<file path="src/rtl/pim_pkg.sv">
package pim_pkg;
  typedef enum logic {
    SW_IDLE = 1'b0,
    SW_RUN  = 1'b1
  } sweep_state_e;

  localparam int DESC_BYTES = 64;
endpackage

</file>
<file path="src/rtl/pim_store.sv">
module pim_store #(
  parameter int NUM_VEC = 256,
  parameter int WORD_W  = 32
) (
  input  logic                                 clk,
  input  logic                                 rst_n,
  input  logic                                 post_fire,
  input  logic [$clog2(NUM_VEC)-1:0]           post_vec,
  input  logic                                 wr_en,
  input  logic [$clog2(2*NUM_VEC/WORD_W)-1:0]  wr_addr,
  input  logic [WORD_W-1:0]                    wr_data,
  input  logic [$clog2(2*NUM_VEC/WORD_W)-1:0]  rd_addr,
  output logic [WORD_W-1:0]                    rd_data,
  input  logic                                 clr_en,
  input  logic [$clog2(NUM_VEC/WORD_W)-1:0]    clr_idx,
  input  logic                                 on_clear,
  input  logic [$clog2(NUM_VEC/WORD_W)-1:0]    sel_idx,
  output logic [WORD_W-1:0]                    sel_word,
  output logic                                 on_q,
  output logic                                 notify_q
);
  localparam int NWORDS = NUM_VEC / WORD_W;
  localparam int DWORDS = 2 * NUM_VEC / WORD_W;
  localparam int VEC_W  = $clog2(NUM_VEC);
  localparam int IDX_W  = $clog2(NWORDS);
  localparam int BIT_W  = $clog2(WORD_W);
  localparam int ADDR_W = $clog2(DWORDS);

  logic [WORD_W-1:0] bm [NWORDS];
  logic              on_eff;
  logic              on_nxt;

  for (genvar w = 0; w < NWORDS; w++) begin : g_word
    logic [WORD_W-1:0] q;
    logic [WORD_W-1:0] nxt;
    always_comb begin
      nxt = q;
      if (clr_en && clr_idx == IDX_W'(w)) nxt = '0;
      if (wr_en && wr_addr == ADDR_W'(w)) nxt = wr_data;
      if (post_fire && post_vec[VEC_W-1:BIT_W] == IDX_W'(w))
        nxt[post_vec[BIT_W-1:0]] = 1'b1;
    end
    always_ff @(posedge clk or negedge rst_n) begin
      if (!rst_n) q <= '0;
      else        q <= nxt;
    end
    assign bm[w] = q;
  end

  assign sel_word = bm[sel_idx];

  always_comb begin
    on_eff = on_q && !on_clear;
    on_nxt = on_eff;
    if (wr_en && wr_addr == ADDR_W'(NWORDS)) on_nxt = wr_data[0];
    if (post_fire) on_nxt = 1'b1;
  end

  always_ff @(posedge clk or negedge rst_n) begin
    if (!rst_n) begin
      on_q     <= 1'b0;
      notify_q <= 1'b0;
    end else begin
      on_q     <= on_nxt;
      notify_q <= post_fire && !on_eff;
    end
  end

  always_comb begin
    rd_data = '0;
    if (rd_addr < ADDR_W'(NWORDS))       rd_data = bm[rd_addr[IDX_W-1:0]];
    else if (rd_addr == ADDR_W'(NWORDS)) rd_data[0] = on_q;
  end

  AST_NOTIFY_NEEDS_POST: assert property (@(posedge clk) disable iff (!rst_n)
    notify_q |-> $past(post_fire));
  AST_POST_SETS_ON: assert property (@(posedge clk) disable iff (!rst_n)
    post_fire |=> on_q);
  AST_RSV_READ_ZERO: assert property (@(posedge clk) disable iff (!rst_n)
    (rd_addr > ADDR_W'(NWORDS)) |-> (rd_data == '0));
  AST_SWEPT_CLEARED: assert property (@(posedge clk) disable iff (!rst_n)
    (clr_en && !(post_fire && post_vec[VEC_W-1:BIT_W] == clr_idx)
            && !(wr_en && wr_addr == ADDR_W'(clr_idx)))
    |=> (bm[$past(clr_idx)] == '0));
endmodule

</file>
<file path="src/rtl/pim_sweep.sv">
module pim_sweep
  import pim_pkg::*;
#(
  parameter int NUM_VEC = 256,
  parameter int WORD_W  = 32
) (
  input  logic                               clk,
  input  logic                               rst_n,
  input  logic                               start,
  input  logic [WORD_W-1:0]                  word_in,
  output logic                               mrg_valid,
  input  logic                               mrg_ready,
  output logic [$clog2(NUM_VEC/WORD_W)-1:0]  mrg_index,
  output logic [WORD_W-1:0]                  mrg_bits,
  output logic                               busy,
  output logic                               clr_en
);
  localparam int NWORDS = NUM_VEC / WORD_W;
  localparam int IDX_W  = $clog2(NWORDS);
  localparam logic [IDX_W-1:0] LAST_IDX = IDX_W'(NWORDS - 1);

  sweep_state_e     state_q;
  logic [IDX_W-1:0] idx_q;

  assign busy      = (state_q == SW_RUN);
  assign mrg_valid = busy;
  assign mrg_index = idx_q;
  assign mrg_bits  = word_in;
  assign clr_en    = mrg_valid && mrg_ready;

  always_ff @(posedge clk or negedge rst_n) begin
    if (!rst_n) begin
      state_q <= SW_IDLE;
      idx_q   <= '0;
    end else begin
      case (state_q)
        SW_IDLE: if (start) begin
          state_q <= SW_RUN;
          idx_q   <= '0;
        end
        SW_RUN: if (clr_en) begin
          if (idx_q == LAST_IDX) begin
            state_q <= SW_IDLE;
            idx_q   <= '0;
          end else begin
            idx_q <= idx_q + 1'b1;
          end
        end
        default: state_q <= SW_IDLE;
      endcase
    end
  end

  AST_MRG_HOLD: assert property (@(posedge clk) disable iff (!rst_n)
    (mrg_valid && !mrg_ready) |=> (mrg_valid && $stable(mrg_index)));
  AST_SWEEP_ENDS_LAST: assert property (@(posedge clk) disable iff (!rst_n)
    $fell(busy) |-> ($past(mrg_index) == LAST_IDX));
endmodule

</file>
<file path="src/rtl/pim_route.sv">
module pim_route #(
  parameter int VEC_W = 8
) (
  input  logic             clk,
  input  logic             rst_n,
  input  logic [VEC_W-1:0] cfg_nv,
  input  logic             vcpu_running,
  input  logic             busy,
  input  logic             irq_in_valid,
  output logic             irq_in_ready,
  input  logic [VEC_W-1:0] irq_in_vector,
  output logic             irq_out_valid,
  input  logic             irq_out_ready,
  output logic [VEC_W-1:0] irq_out_vector,
  output logic             start
);
  logic match;
  logic acc_match;
  logic deferred_q;

  assign match          = (irq_in_vector == cfg_nv);
  assign irq_out_valid  = irq_in_valid && !match;
  assign irq_out_vector = irq_in_vector;
  assign irq_in_ready   = match ? !busy : irq_out_ready;
  assign acc_match      = irq_in_valid && match && !busy;
  assign start          = !busy && vcpu_running && (acc_match || deferred_q);

  always_ff @(posedge clk or negedge rst_n) begin
    if (!rst_n)                          deferred_q <= 1'b0;
    else if (start)                      deferred_q <= 1'b0;
    else if (acc_match && !vcpu_running) deferred_q <= 1'b1;
  end

  AST_DEFER_NO_START: assert property (@(posedge clk) disable iff (!rst_n)
    !vcpu_running |-> !start);
endmodule

</file>
<file path="src/rtl/posted_intr_merge.sv">
module posted_intr_merge #(
  parameter int NUM_VEC = 256,
  parameter int WORD_W  = 32
) (
  input  logic                                clk,
  input  logic                                rst_n,
  input  logic [$clog2(NUM_VEC)-1:0]          cfg_nv,
  input  logic                                vcpu_running,
  input  logic                                post_valid,
  output logic                                post_ready,
  input  logic [$clog2(NUM_VEC)-1:0]          post_vector,
  output logic                                notify_req,
  input  logic                                irq_in_valid,
  output logic                                irq_in_ready,
  input  logic [$clog2(NUM_VEC)-1:0]          irq_in_vector,
  output logic                                irq_out_valid,
  input  logic                                irq_out_ready,
  output logic [$clog2(NUM_VEC)-1:0]          irq_out_vector,
  output logic                                mrg_valid,
  input  logic                                mrg_ready,
  output logic [$clog2(NUM_VEC/WORD_W)-1:0]   mrg_index,
  output logic [WORD_W-1:0]                   mrg_bits,
  input  logic                                desc_wr_en,
  input  logic [$clog2(2*NUM_VEC/WORD_W)-1:0] desc_wr_addr,
  input  logic [WORD_W-1:0]                   desc_wr_data,
  input  logic [$clog2(2*NUM_VEC/WORD_W)-1:0] desc_rd_addr,
  output logic [WORD_W-1:0]                   desc_rd_data
);
  localparam int VEC_W = $clog2(NUM_VEC);
  localparam int IDX_W = $clog2(NUM_VEC / WORD_W);

  logic              post_fire;
  logic              start;
  logic              busy;
  logic              clr_en;
  logic              on_q;
  logic [WORD_W-1:0] sel_word;
  logic [IDX_W-1:0]  idx;

  assign post_ready = 1'b1;
  assign post_fire  = post_valid && post_ready;
  assign mrg_index  = idx;

  pim_route #(.VEC_W(VEC_W)) u_route (
    .clk(clk), .rst_n(rst_n), .cfg_nv(cfg_nv), .vcpu_running(vcpu_running),
    .busy(busy), .irq_in_valid(irq_in_valid), .irq_in_ready(irq_in_ready),
    .irq_in_vector(irq_in_vector), .irq_out_valid(irq_out_valid),
    .irq_out_ready(irq_out_ready), .irq_out_vector(irq_out_vector),
    .start(start)
  );

  pim_sweep #(.NUM_VEC(NUM_VEC), .WORD_W(WORD_W)) u_sweep (
    .clk(clk), .rst_n(rst_n), .start(start), .word_in(sel_word),
    .mrg_valid(mrg_valid), .mrg_ready(mrg_ready), .mrg_index(idx),
    .mrg_bits(mrg_bits), .busy(busy), .clr_en(clr_en)
  );

  pim_store #(.NUM_VEC(NUM_VEC), .WORD_W(WORD_W)) u_store (
    .clk(clk), .rst_n(rst_n), .post_fire(post_fire), .post_vec(post_vector),
    .wr_en(desc_wr_en), .wr_addr(desc_wr_addr), .wr_data(desc_wr_data),
    .rd_addr(desc_rd_addr), .rd_data(desc_rd_data),
    .clr_en(clr_en), .clr_idx(idx), .on_clear(start),
    .sel_idx(idx), .sel_word(sel_word), .on_q(on_q), .notify_q(notify_req)
  );

  AST_NO_RESTART: assert property (@(posedge clk) disable iff (!rst_n)
    busy |-> !start);
  AST_START_CLEARS_ON: assert property (@(posedge clk) disable iff (!rst_n)
    (start && !post_fire && !desc_wr_en) |=> !on_q);
endmodule

</file>
<file path="config.mk">
export PLATFORM = sky130hd
export DESIGN_NAME = posted_intr_merge
export DESIGN_NICKNAME = d
export VERILOG_FILES = /design/src/rtl/pim_pkg.sv /design/src/rtl/pim_store.sv /design/src/rtl/pim_sweep.sv /design/src/rtl/pim_route.sv /design/src/rtl/posted_intr_merge.sv
export SDC_FILE = /design/constraint.sdc
export NUM_CORES = 1
export LEC_CHECK = 0
export CAP_MARGIN = 15
export CORE_AREA = 2 2 163 245
export CTS_BUF_LIST = sky130_fd_sc_hd__clkbuf_8
export DETAILED_ROUTE_END_ITERATION = 8
export DIE_AREA = 0 0 165 247
export GPL_ROUTABILITY_DRIVEN = 0
export PLACE_DENSITY = 0.74
export SYNTH_ARGS = -nofsm -noshare
export SYNTH_HDL_FRONTEND = slang
export SYNTH_HIERARCHICAL = 1
export SYNTH_SLANG_ARGS = --single-unit
</file>
<file path="constraint.sdc">
create_clock -name clk -period 2.8 [get_ports clk]
set_input_delay 0.7 -clock clk [delete_from_list [all_inputs] [get_ports clk]]
set_output_delay 0.7 -clock clk [all_outputs]
set_load 0.005 [all_outputs]
</file>
==> results of run 1 <==
where the power goes:
| group | internal, mW | switching, mW |
|---|---|---|
| combinational | 4.49 | 3.13 |
| clock | 1.67 | 1.64 |
| sequential | 4.87 | 0.843 |
sequential cells by signal, summed over array words and instances (netlist names):
name and flops:
u_store/g_word.q 256, u_store/on_q 1, u_route/deferred_q 1, u_sweep/busy 1
u_sweep/mrg_index 3, u_store/notify_q 1
stage by stage:
step                      setup TNS [ns]  std cells
final                              -7.09       2350
after detailed placement           -10.0       2175
after global placement             -9.92       2175
after global routing               -8.33       2350
after floorplan                        0       1636
after CTS                          -8.50       2338
routing by layer:
layer / track usage [%] / up-vias
li1: - / 6643
met1: 39.2 / 8259
met2: 52.9 / 1639
met3: 10.3 / 542
met4: 27.6 / 0
met5: 0 / -
cells by family after synthesis:
logic type,synth area share [%]
AND/OR/NAND/NOR,17.1
AO/OA/AOI/OAI,14.6
flip-flops,38.4
buffers and inverters,8.06
multiplexers,21.2
XOR/XNOR,0.409
adder cells (fa/ha/maj),0.146
other,0.0219
path summary, 6_finish.rpt:
kind / start / end / slack [ns]
max: u_sweep/mrg_index[1] / mrg_bits[12] / -0.31
min: rst_n / u_store/g_word[6].q[4] / 0.01
max reg2reg: u_sweep/mrg_index[1] / u_store/g_word[0].q[17] / 0.46
min reg2reg: u_route/deferred_q / u_route/deferred_q / 0.52
max in group asynchronous: rst_n / u_store/g_word[2].q[0] / 1.94
min in group clk: u_route/deferred_q / u_route/deferred_q / 0.52
critical path: stages, from the launching register on:
cell and delay [ns]:
dfrtp_4 0.50, buf_12 0.17, buf_12 0.15, buf_12 0.13, mux4_2 0.43, mux2_4 0.32
buf_6 0.12
Yosys cell counts (all sizes together):
master     n
a21boi     1
a21oi      3
a221o      1
a22o       2
a311o      1
a31oi      1
a41oi      1
and2      12
and2b      2
and3       2
and3b      5
buf      178
clkbuf    79
conb       1
dfrtp    263
ha         2
inv        2
mux2      34
mux2i     34
mux4     127
nand2    294
nand2b     1
nand3    261
nand3b     1
nand4      2
nand4b     4
nand4bb    3
nor2      39
nor2b      6
nor3       1
nor3b      4
nor4       2
o21ai      1
o221ai   256
or3b       1
or4b       1
xor2       8
cell type report:
type / count / area [µm²] / area share, %
Antenna cell: 1 / 2.50 / 0.0116
Tap cell: 500 / 626 / 2.89
Sequential cell: 263 / 6590 / 30.5
Multi-Input combinational cell: 1114 / 9370 / 43.3
Clock inverter: 23 / 97.6 / 0.451
Clock buffer: 52 / 716 / 3.31
Inverter: 2 / 7.51 / 0.0347
Timing Repair Buffer: 395 / 4220 / 19.5
what timing repair did:
item                                    CTS  global route
buffers inserted                         78            18
gates resized for setup                 350            60
cloned                                   10             0
pin swaps                                 9             3
endpoints found under the hold margin     0             0
endpoints found under the setup margin   66            63
==> summary.md, run 1 <==
| Metric | Value |
|---|---|
| Status | `finished with violations` |
| Failing checks | `setup timing` |
| Worst Hold Class | `primary input to async pin` |
| Achievable Freq | `0.322 GHz` |
| Pre-CTS setup slack | `-0.536 ns` |
| CP max FO | `6` |
| CP required | `~2.1 ns` |
| Crit path kind | `register to output pin` |
| I/O Buffers | `150` |
| YS warnings | `6` |
| Peak VDD IR | `about 0.36 mV` |
| Antenna violations before repair | `1` |
| Startpoint Class | `register` |
| TritonCTS Sinks | `263` |
| Netlist Area Pre-Place | `17,100 µm²` |
| #FFs+latches synth | `263` |
| # nets final | `1,893` |
| Leakage | `8.92 nW` |
| Final Power | `16.6 mW` |
| H-tree Lvls | `2` |
| Vias after detailed routing | `17,100` |
| TritonCTS clock tree | `built` |
| Final Max Tran Viols | `0` |
| Die height | `247 µm` |
| Number of global-route vias before repair | `17,500` |
| Clock-pin slew on the worst setup and hold paths | `0.06 ns` |
| Yosys top cell by area | `dfrtp_1` |
| FP Rows | `around 90` |
| Post-DR wirelength/cell | `29.6 µm` |
| Die Area | `40,800 µm²` |
| Synth-to-Final Area Change | `26.2%` |
| Slew margin rel. | `61.8%` |
| Metal2 WL | `31,500 µm` |
| Final setup viols | `34` |
| Total Routed Length | `~70,000 µm` |
| Sequential-to-total area share from yosys stat | `a little under 40%` |
| Mapped Nets | `1,710` |
| Crit share post-route | `111%` |
| Detail Route Antenna Nets | `0` |
| Post-Route M1 WL | `21,300 µm` |
| Met3 WL | `~10000 µm` |
| PwrDens | `roughly 770 nW/µm²` |
| Post-DP HPWL | `roughly 40,000 µm` |
| # hold bufs at CTS | `0` |
| Total gr overflow | `0` |
| Core area | `38,900 µm²` |
| Die Span X | `165 µm` |
| Netlist cell types | `50` |
| Overall Global Routing Usage | `34.3%` |
| RSZ-0062 raised after global routing | `yes` |
| Layout cell share with drive strength beyond 1 | `31.6%` |
| Minimum clock period | `3.11 ns` |
| Commonest cells after routing, fill and taps aside | `281 x nand2_1, 261 x nand3_1, 260 x dfrtp_1, 226 x o221ai_1, 144 x buf_4` |
| CTS max path bufs | `3` |
| I/O pins | `152` |
| Max Used Layer | `met4` |
| CTS Buf Count | `43` |
| Clk_skew | `0.0222 ns` |
| Post-synth top area share | `between 30% and 40%` |
| Hold WS | `0.0109 ns` |
| Most common cell after layout, fill and taps aside | `nand2_1` |
| Slew @ Worst Pin | `0.571 ns` |
| DRC viols | `0` |
| Fin util | `55.6%` |
| Final hold viol count | `0` |
| Syn_area_per_cell | `10.5 µm²` |
| DR iter-0 viols | `2,411` |
| Largest net degree at the start of global routing | `93` |
| Clk Latency, worst-skew pair | `0.60 ns` |
| Root Driver | `clkbuf_8` |
| Pre-antenna DRT Iters | `6` |
| Vias per inst | `7.27` |
| Design area | `about 22,000 µm²` |
| Arrival time at the worst endpoint | `between 2 and 2.5 ns` |
| First-pass GRT wire length | `approximately 100,000 µm` |
| Max-cap violations | `0` |
| Initial core utilization | `44.1%` |
| Synthesized instance count | `1,636` |
| Top cells by area, synth | `dfrtp_1 38%, mux4_2 16%, o221ai_1 12%` |
| Worst r2r path cells | `9` |
| Dpl cell area | `19,500 µm²` |
| Final worst slack | `-0.306 ns` |
| Fillers | `3,105` |
| Critical Path End Type | `output pin` |
Power figures use the tool's default switching activity.
==> run 2: changes to the inputs <==
--- a/config.mk
+++ b/config.mk
@@ -10,8 +10,9 @@
 export CTS_BUF_LIST = sky130_fd_sc_hd__clkbuf_8
 export DETAILED_ROUTE_END_ITERATION = 8
 export DIE_AREA = 0 0 165 247
+export DONT_BUFFER_PORTS = 1
 export GPL_ROUTABILITY_DRIVEN = 0
-export PLACE_DENSITY = 0.74
+export PLACE_DENSITY = 0.69
 export SYNTH_ARGS = -nofsm -noshare
 export SYNTH_HDL_FRONTEND = slang
 export SYNTH_HIERARCHICAL = 1
==> summary.md, run 2 (same netlist as run 1, synthesis figures left out) <==
| Metric | Value |
|---|---|
| Slowest stage cell, crit path | `mux4_1` |
| Max reg flops | `256 (unchanged)` |
| I/O Buffers | `0 (-100%)` |
| Most common cell after layout, fill and taps aside | `nand2_1` |
| Synth-to-Final Area Change | `7.92%` |
| Crit path max-delay family | `multiplexers` |
| CTS max path bufs | `3 (unchanged)` |
| Final Power | `15.0 mW (-10%)` |
| Crit share post-route | `104% (-6.9 points)` |
| Slew margin rel. | `49.9% (-12 points)` |
| Die Span X | `165 µm (unchanged)` |
| Status | `finished with violations` |
| FP Rows | `89 (unchanged)` |
| Die height | `247 µm (unchanged)` |
| Commonest cells after routing, fill and taps aside | `282 x nand2_1, 261 x nand3_1, 260 x dfrtp_1, 226 x o221ai_1, 123 x mux4_2` |
| First-pass GRT wire length | `95,700 µm (-8.3%)` |
| TritonCTS Sinks | `263 (unchanged)` |
| Core area | `38,900 µm² (unchanged)` |
| I/O pins | `152 (unchanged)` |
| Final hold viol count | `263 (+263)` |
| CP required | `2.10 ns (about the same)` |
| TritonCTS clock tree | `built` |
| RSZ-0062 raised after global routing | `yes` |
| Detail Route Antenna Nets | `0 (unchanged)` |
| DRC viols | `0 (unchanged)` |
| Metal2 WL | `30,800 µm (-2.3%)` |
| WP buf/inv | `2 (-2)` |
| Vias after detailed routing | `15,100 (-12%)` |
| Startpoint Class | `register` |
| Max Used Layer | `met4` |
| Top reg by flops | `u_store/g_word.q` |
| Critical Path, Cell by Cell | `buf_12 > buf_16 > mux4_1 > mux2_4` |
| Final Max Tran Viols | `0 (unchanged)` |
| Slew @ Worst Pin | `0.751 ns (+0.180 ns)` |
| PwrDens | `810 nW/µm² (+5.3%)` |
| Post-DR wirelength/cell | `31.3 µm (+5.4%)` |
| Met3 WL | `7440 µm (-24%)` |
| CTS Buf Count | `43 (unchanged)` |
| Post-DP HPWL | `36,600 µm (-9.5%)` |
| Die Area | `40,800 µm² (unchanged)` |
| Largest net degree at the start of global routing | `264 (+180%)` |
| Worst Hold Class | `primary input to async pin` |
| Hold WS | `-0.200 ns (-0.211 ns)` |
| Pre-antenna DRT Iters | `5 (-1)` |
| Post-route insts no fill | `2,054 (-13%)` |
| Achievable Freq | `0.343 GHz (+6.6%)` |
| Total Routed Length | `64,200 µm (-7.8%)` |
| Vias per inst | `7.33 (+0.90%)` |
| Minimum clock period | `2.91 ns (-0.192 ns)` |
| Failing checks | `hold timing, setup timing` |
| Number of global-route vias before repair | `15,600 (-11%)` |
| Post-Route M1 WL | `21,100 µm (-0.78%)` |
| H-tree Lvls | `2 (unchanged)` |
| Max-cap violations | `0 (unchanged)` |
| Arrival time at the worst endpoint | `2.21 ns (-0.20 ns)` |
| CP max stage delay | `0.54 ns (+0.04 ns)` |
| CP max FO | `6 (unchanged)` |
| Clock-pin slew on the worst setup and hold paths | `0.06 ns (about the same)` |
| Total gr overflow | `0 (unchanged)` |
| Crit path kind | `register to output pin` |
| R2R Path Start | `u_sweep/mrg_index[0]` |
| Final worst slack | `-0.114 ns (+0.192 ns)` |
| Root Driver | `clkbuf_8` |
| Peak VDD IR | `0.536 mV (+51%)` |
| Clk_skew | `0.0205 ns (-0.00173 ns)` |
| Layout cell share with drive strength beyond 1 | `24.3% (-7.2 points)` |
| Clk Latency, worst-skew pair | `0.59 ns (about the same)` |
| Critical Path End Type | `output pin` |
| DR iter-0 viols | `1,949 (-19%)` |
| Overall Global Routing Usage | `31.6% (-2.7 points)` |
| Initial core utilization | `44.1% (unchanged)` |
| Leakage | `7.27 nW (-19%)` |
| Antenna violations before repair | `1 (unchanged)` |
| Crit. Startpoint | `u_sweep/mrg_index[1]` |
| Final setup viols | `31 (-8.8%)` |
| # nets final | `1,595 (-16%)` |
| Placed Instances | `1,950 (-10%)` |
-- run 2: changes by cell type in the layout (fill, tap and decap cells not counted), sizes merged, moves of 9 or more --
| cell | before | now |
|---|---|---|
| buf | 284 | 95 |
| clkbuf | 71 | 61 |
| clkdlybuf4s15 | 9 | 0 |
| clkdlybuf4s50 | 62 | 0 |
| dlygate4sd2 | 20 | 0 |
| inv | 22 | 12 |
-- run 2: layer usage --
metal  vias up  track usage [%]
met5         -                0
li1       6046                -
met4         0             21.5
met1      7454             36.9
met3       359             7.48
met2      1207             51.1
-- run 2: what timing repair did --
| action | in CTS | in global routing |
|---|---|---|
| cloned | 2 | 3 |
| setup endpoints to repair | 31 | 32 |
| hold endpoints to repair | 263 | 263 |
| gates resized for setup | 44 | 10 |
| setup buffers | 15 | 7 |
-- run 2: path summary, 6_finish.rpt --
kind	to	slack, ns	depth (start not counted)
hold / removal	u_store/g_word[7].q[3]	-0.20	0
min in group clk	u_store/on_q	0.21	1
setup reg to reg	u_store/g_word[0].q[16]	0.62	6
hold reg to reg	u_route/deferred_q	0.51	2
setup / recovery	mrg_bits[0]	-0.11	4
max in group asynchronous	u_store/g_word[6].q[11]	2.35	0
-- run 2: report_power, final --
part	internal, mW	total (mW)	switching (mW)
registers	4.87	5.78	0.911
clock network	2.06	3.74	1.68
logic	3.17	5.47	2.30
total	10.1	15.0	4.89
-- run 2: layout make-up --
cell class                      instances  area (µm²)
Antenna cell                            1        2.50
Clock buffer                           59         812
Clock inverter                         18         135
Fill cell                            3444       20400
Inverter                                2        7.51
Multi-Input combinational cell       1114        9300
Sequential cell                       263        6590
Tap cell                              500         626
Timing Repair Buffer                   97        1020
-- run 2: per-stage QoR --
| stage | cell area (µm²) | util (%) | TNS, ns | setup slack, ns |
|---|---|---|---|---|
| 2_1_floorplan | 17100 | - | 0 | 0.319 |
| 3_3_place_gp | 17100 | 44.0 | 0 | 0.320 |
| 3_5_place_dp | 17100 | 44.0 | 0 | 0.299 |
| 4_1_cts | 18400 | 47.2 | -2.61 | -0.119 |
| 5_1_grt | 18500 | 47.6 | -3.33 | -0.141 |
| 6_report | 18500 | 47.6 | -2.34 | -0.114 |
